**src/rtl/seq_pkg.sv**
```systemverilog
package seq_pkg;

    localparam int SMP_W = 8;

    // Bus word layout (bit 7 down to bit 0)
    typedef struct packed {
        logic       single;   // 1: addressed channel only
        logic       paired;   // paired input for addressed channel
        logic       bipolar;  // bipolar coding for addressed channel
        logic       inhibit;  // store only, do not launch
        logic       pwr_down; // block conversions
        logic [2:0] addr;     // channel address
    } cfg_word_t;

    typedef enum logic {SQ_IDLE = 1'b0, SQ_RUN = 1'b1} seq_state_t;

    function automatic logic [SMP_W-1:0] code_of(
        input logic [SMP_W-1:0] pos,
        input logic [SMP_W-1:0] neg,
        input logic             bip,
        input logic             dif
    );
        logic [SMP_W:0] delta;
        delta = {1'b0, pos} - {1'b0, neg};
        if (!dif)
            code_of = bip ? (pos ^ {1'b1, {(SMP_W-1){1'b0}}}) : pos;
        else if (bip)
            code_of = delta[SMP_W:1];
        else
            code_of = delta[SMP_W] ? '0 : delta[SMP_W-1:0];
    endfunction

endpackage

```
**src/rtl/strobe_sync.sv**
```systemverilog
module strobe_sync #(
    parameter int STAGES = 2
) (
    input  logic clk,
    input  logic rst,
    input  logic strobe_raw,
    output logic lead_p,
    output logic trail_p
);
    logic [STAGES:0] shreg;

    always_ff @(posedge clk) begin
        if (rst) shreg <= '0;
        else     shreg <= {shreg[STAGES-1:0], strobe_raw};
    end

    assign lead_p  =  shreg[STAGES-1] & ~shreg[STAGES];
    assign trail_p = ~shreg[STAGES-1] &  shreg[STAGES];
endmodule

```
**src/rtl/cfg_store.sv**
```systemverilog
module cfg_store
    import seq_pkg::*;
#(
    parameter int NCH = 8,
    localparam int AW = $clog2(NCH)
) (
    input  logic            clk,
    input  logic            rst,
    input  logic            wr_en,
    input  cfg_word_t       word,
    output logic [NCH-1:0]  en_q,
    output logic [NCH-1:0]  en_next,
    output logic [NCH-1:0]  sel,
    output logic [NCH-1:0]  pend_bip,
    output logic [NCH-1:0]  pend_diff,
    output logic            pd_q
);
    logic [AW-1:0]  addr;
    logic [NCH-1:0] mate;

    assign addr = word.addr[AW-1:0];

    always_comb begin
        sel        = '0;
        sel[addr]  = 1'b1;
        mate       = '0;
        mate[{addr[AW-1:1], ~addr[0]}] = 1'b1;
        en_next    = (en_q | sel) & ~(word.paired ? mate : '0);
    end

    always_ff @(posedge clk) begin
        if (rst) begin
            en_q      <= '0;
            pend_bip  <= '0;
            pend_diff <= '0;
            pd_q      <= 1'b0;
        end else if (wr_en) begin
            en_q            <= en_next;
            pend_bip[addr]  <= word.bipolar;
            pend_diff[addr] <= word.paired;
            pd_q            <= word.pwr_down;
        end
    end
endmodule

```
**src/rtl/conv_seq.sv**
```systemverilog
module conv_seq
    import seq_pkg::*;
#(
    parameter int NCH = 8,
    parameter int CYC_PER_CH = 18,
    localparam int AW = $clog2(NCH),
    localparam int CW = $clog2(CYC_PER_CH)
) (
    input  logic               clk,
    input  logic               rst,
    input  logic               capture,
    input  logic [NCH*SMP_W-1:0] samp_in,
    input  logic               start,
    input  logic [NCH-1:0]     mask_in,
    input  logic [NCH-1:0]     bip_in,
    input  logic [NCH-1:0]     diff_in,
    output logic               busy,
    output logic               res_we,
    output logic [AW-1:0]      res_addr,
    output logic [SMP_W-1:0]   res_data
);
    logic [SMP_W-1:0] held [NCH];
    seq_state_t       state;
    logic [NCH-1:0]   mask, bip_q, diff_q, rest;
    logic [CW-1:0]    cnt;
    logic [AW-1:0]    cur, mate;
    logic             slot_end;

    always_comb begin
        cur = '0;
        for (int i = NCH - 1; i >= 0; i--)
            if (mask[i]) cur = AW'(i);
    end

    assign mate     = {cur[AW-1:1], ~cur[0]};
    assign busy     = (state == SQ_RUN);
    assign slot_end = (cnt == CW'(CYC_PER_CH - 1));
    assign res_we   = busy && slot_end;
    assign res_addr = cur;
    assign res_data = code_of(held[cur], held[mate], bip_q[cur], diff_q[cur]);
    assign rest     = mask & ~(NCH'(1) << cur);

    always_ff @(posedge clk) begin
        if (rst) begin
            for (int i = 0; i < NCH; i++) held[i] <= '0;
        end else if (capture) begin
            for (int i = 0; i < NCH; i++) held[i] <= samp_in[i*SMP_W +: SMP_W];
        end
    end

    always_ff @(posedge clk) begin
        if (rst) begin
            state  <= SQ_IDLE;
            mask   <= '0;
            bip_q  <= '0;
            diff_q <= '0;
            cnt    <= '0;
        end else if (start) begin
            state  <= (|mask_in) ? SQ_RUN : SQ_IDLE;
            mask   <= mask_in;
            bip_q  <= bip_in;
            diff_q <= diff_in;
            cnt    <= '0;
        end else if (busy) begin
            if (slot_end) begin
                cnt  <= '0;
                mask <= rest;
                if (rest == '0) state <= SQ_IDLE;
            end else begin
                cnt <= cnt + 1'b1;
            end
        end
    end
endmodule

```
**src/rtl/sampling_seq.sv**
```systemverilog
module sampling_seq
    import seq_pkg::*;
#(
    parameter int NCH = 8,
    parameter int CYC_PER_CH = 18,
    parameter int SYNC_STAGES = 2,
    localparam int AW = $clog2(NCH)
) (
    input  logic                 clk,
    input  logic                 rst,
    input  logic                 cs_n,
    input  logic                 wr_n,
    input  logic [7:0]           bus_in,
    input  logic                 io_mode,
    input  logic                 strap_diff,
    input  logic                 strap_bipolar,
    input  logic [NCH*SMP_W-1:0] samp_in,
    output logic                 ready,
    output logic                 res_we,
    output logic [AW-1:0]        res_addr,
    output logic [SMP_W-1:0]     res_data
);
    logic           lead_p, trail_p, busy, cfg_wr, start;
    cfg_word_t      word;
    logic [NCH-1:0] en_q, en_next, sel, pend_bip, pend_diff;
    logic [NCH-1:0] even_mask, mask_in, bip_in, diff_in;
    logic           pd_q;

    assign word = cfg_word_t'(bus_in);

    strobe_sync #(.STAGES(SYNC_STAGES)) u_sync (
        .clk(clk), .rst(rst), .strobe_raw(~cs_n & ~wr_n),
        .lead_p(lead_p), .trail_p(trail_p)
    );

    assign cfg_wr = trail_p & ~busy & io_mode;
    assign start  = trail_p & ~busy &
                    (io_mode ? (~word.inhibit & ~word.pwr_down) : 1'b1);

    cfg_store #(.NCH(NCH)) u_cfg (
        .clk(clk), .rst(rst), .wr_en(cfg_wr), .word(word),
        .en_q(en_q), .en_next(en_next), .sel(sel),
        .pend_bip(pend_bip), .pend_diff(pend_diff), .pd_q(pd_q)
    );

    for (genvar g = 0; g < NCH; g++) begin : g_even
        assign even_mask[g] = (g % 2 == 0);
    end

    always_comb begin
        if (io_mode) begin
            mask_in = word.single ? sel : en_next;
            bip_in  = pend_bip;
            diff_in = pend_diff;
        end else begin
            mask_in = strap_diff ? even_mask : '1;
            bip_in  = {NCH{strap_bipolar}};
            diff_in = {NCH{strap_diff}};
        end
    end

    conv_seq #(.NCH(NCH), .CYC_PER_CH(CYC_PER_CH)) u_conv (
        .clk(clk), .rst(rst), .capture(lead_p & ~busy), .samp_in(samp_in),
        .start(start), .mask_in(mask_in), .bip_in(bip_in), .diff_in(diff_in),
        .busy(busy), .res_we(res_we), .res_addr(res_addr), .res_data(res_data)
    );

    assign ready = ~busy;
endmodule

```
**config.mk**
```make
export PLATFORM = sky130hd
export DESIGN_NAME = sampling_seq
export DESIGN_NICKNAME = d
export VERILOG_FILES = /design/src/rtl/seq_pkg.sv /design/src/rtl/strobe_sync.sv /design/src/rtl/cfg_store.sv /design/src/rtl/conv_seq.sv /design/src/rtl/sampling_seq.sv
export SDC_FILE = /design/constraint.sdc
export NUM_CORES = 1
export LEC_CHECK = 0
export ABC_AREA = 1
export BUFFER_PORTS_ARGS = -buffer_cell sky130_fd_sc_hd__buf_2
export CORE_ASPECT_RATIO = 1.25
export CORE_MARGIN = 10
export CORE_UTILIZATION = 50
export CTS_BUF_LIST = sky130_fd_sc_hd__clkbuf_4
export DETAILED_ROUTE_END_ITERATION = 6
export PLACE_DENSITY = 0.71
export SYNTH_ARGS = -nofsm -noshare
export SYNTH_HDL_FRONTEND = slang
export SYNTH_SLANG_ARGS = --single-unit
export TNS_END_PERCENT = 1
```
**constraint.sdc**
```tcl
create_clock -name clk -period 7.3 [get_ports clk]
set_input_delay 0.73 -clock clk [delete_from_list [all_inputs] [get_ports clk]]
set_output_delay 0.73 -clock clk [all_outputs]
set_load 0.02 [all_outputs]
```
==> out/summary.txt <==
status - completed
CTS buffer count - 17
total routed wirelength - 18300 µm
# Max-Cap Violations - 0
cell count after synthesis - 911
CTS Sinks - 121
clock period minus worst slack - 5100 ps
Routed Antenna Nets - 0
total gr overflow - 0
dominant synthesized flop cell - edfxtp_1
register area - 3060 µm²
Power Total - 0.00147 W
Worst-Margin Slew - 1050 ps
Worst EP arrival - 4370 ps
clock buffer depth - 2
Synth cell types - 46
DR vias/cell - 5.26
RSZ-0062 raised after global routing - false
Worst-Skew Late Latency - 530 ps
core region area - 13400 µm²
Syn Nets - 1002
layout cell share with drive strength beyond 1 - 0.155
CP Max Fanout - 24
Avg Cell Area, Syn - 7.57 µm²
post-route clock period utilization - 0.698
die span in y - 151 µm
Leakage - 3.59 nW
Root Buffer Master - clkbuf_4
Post-CTS Hold Buffers - 0
fill cell count - 1333
gr usage total - 0.193
# nets final - 1075
DRT Pass-1 Iters - 7
yosys synthesis warning count - 0
kind of critical path - reg2out
initial antenna violation count - 1
PwrDens - 191 nW/µm²
sequential area share after synthesis - 0.444
Final Setup Violations - 0
total vias in the final route - 6152
gpl congestion - 0.912
max frequency - 0.196 GHz
max_slew headroom - 0.298
Setup Buffers After CTS - 0
Initial Util - 0.515
worst vdd ir - 117 µV
most common cell after layout, fill and taps aside - nand2_1
Layout area overhead - 11.4%
Reg clk slew, reported paths - 100 ps
Hold Fails Final Rpt - 0
DR iter-0 viols - 448
std cell rows - 47
multi-input logic area - 3080 µm²
Setup crit start kind - register
total negative slack - 0 ps
Slew Limit Fails - 0
Port Buffers - 91
Die X - 125 µm
H-tree Lvls - 4
I/O pin count - 92
first-pass GRT wire length - 29800 µm
commonest cells after routing, fill and taps aside - 156 x nand2_1, 150 x nor2_1, 143 x inv_1, 91 x buf_2, 66 x o21ai_0
Post-CTS Resized - 0
CTS tree - yes
vias in the first global route - 5923
die area - 18900 µm²
largest net degree at the start of global routing - 65
#FFs+latches synth - 121
dpl hpwl - 13700 µm
number of flops mapped to enable cells by yosys - 64
DRC - 0
type of the tightest min-delay check - in2reg
asr flop ratio synth - 0
CP required - 6570 ps
CP endpoint kind - output port
Syn Std Cell Area - 6900 µm²
Wirelength per Cell - 15.6 µm
Clock Skew - 14.6 ps
kinds of logic after synthesis:
group,Yosys count,share of synthesized area
compound gates,166,0.140
xor+xnor,9,0.0114
fa+ha+maj,12,0.0229
buf+inv,188,0.111
flops,121,0.444
simple gates,415,0.270
report_power, final:
group,switching [W],internal [W]
clock network,0.000245,0.000253
logic,0.000137,0.0000774
registers,0.0000170,0.000739
per-layer routing:
layer	track usage	vias to the layer above	routed length (µm)	part of all wire
li1	-	3134	-	-
met1	0.249	2779	8130	0.44
met2	0.304	218	8500	0.47
met3	0.0538	21	1300	0.071
met4	0.0675	0	341	0.019
met5	0	-	0	0
Yosys cell counts, types with 3 or more instances:
cell,n,area (µm²)
o22ai_1,13,81.3
o221ai_1,5,43.8
nor3_1,13,65.1
nand2_4,5,56.3
ha_1,11,138
nand3_1,41,205
xor2_1,6,52.6
nand2_2,5,31.3
o21ai_1,6,30.0
a211oi_1,4,30.0
nor4_1,6,37.5
nand2_1,156,586
a31oi_1,19,119
nor2_1,150,563
inv_1,143,537
buf_6,5,56.3
buf_2,11,55.1
a21oi_1,36,180
o211ai_1,7,52.6
nand2_8,3,60.1
dfxtp_1,57,1140
clkbuf_1,19,71.3
nand3b_1,12,90.1
buf_4,3,22.5
edfxtp_1,64,1920
or2_1,3,18.8
o21ai_0,66,330
xnor2_1,3,26.3
inv_2,4,15.0
nand4_1,12,75.1
metrics by stage:
step	hold slack, ps	std cells	setup slack [ps]	instance area [µm²]	util
after detailed placement	448	1136	2830	7390	0.551
after floorplan	388	911	1510	6900	-
after global routing	303	1169	1740	7680	0.573
final	335	1169	2200	7680	0.573
after global placement	438	1136	2930	7390	0.551
after CTS	284	1168	2190	7680	0.573
final timing paths:
| kind | start | endpoint | slack [ps] | cells after the start |
|---|---|---|---|---|
| max reg2reg | u_conv.busy | u_conv.mask[3] | 4700 | 8 |
| max | u_conv.mask[7] | res_data[7] | 2200 | 20 |
| min reg2reg | u_cfg.pend_bip[7] | u_cfg.pend_bip[7] | 460 | 2 |
| min | wr_n | u_sync.shreg[0] | 330 | 2 |
worst max-delay path: stages (launching register included):
cell,delay [ps]
dfxtp_1,410
inv_1,60
nand2_1,100
nand2_2,90
a21oi_4,530
nand2_4,270
o21ai_0,210
nor2_1,60
o221ai_1,70
o21ai_0,160
ha_1,230
fa_1,400
nand3b_1,170
nand2_1,130
nand4_1,100
o211ai_1,320
nand2_1,110
nand2_1,80
nand3_1,70
nand2_1,90
buf_2,160
sequential cells by signal, summed over array words and instances, names as in the netlist:
name and count:
u_conv.cnt 5, u_sync.shreg 3, u_cfg.pend_diff 8, u_conv.bip_q 8, u_conv.diff_q 8, u_conv.busy 1, u_cfg.en_q 8, u_cfg.pend_bip 8
u_conv.held 64, u_conv.mask 8
area by class of cell:
cell class | count | area share
clock inverter | 10 | 0.0161
antenna | 1 | 0.000326
timing repair buffer | 94 | 0.0622
multi-input combinational | 602 | 0.401
tap | 171 | 0.0278
sequential | 121 | 0.399
clock buffer | 22 | 0.0215
inverter | 148 | 0.0723
No activity file was read; power rests on OpenSTA's default activity.
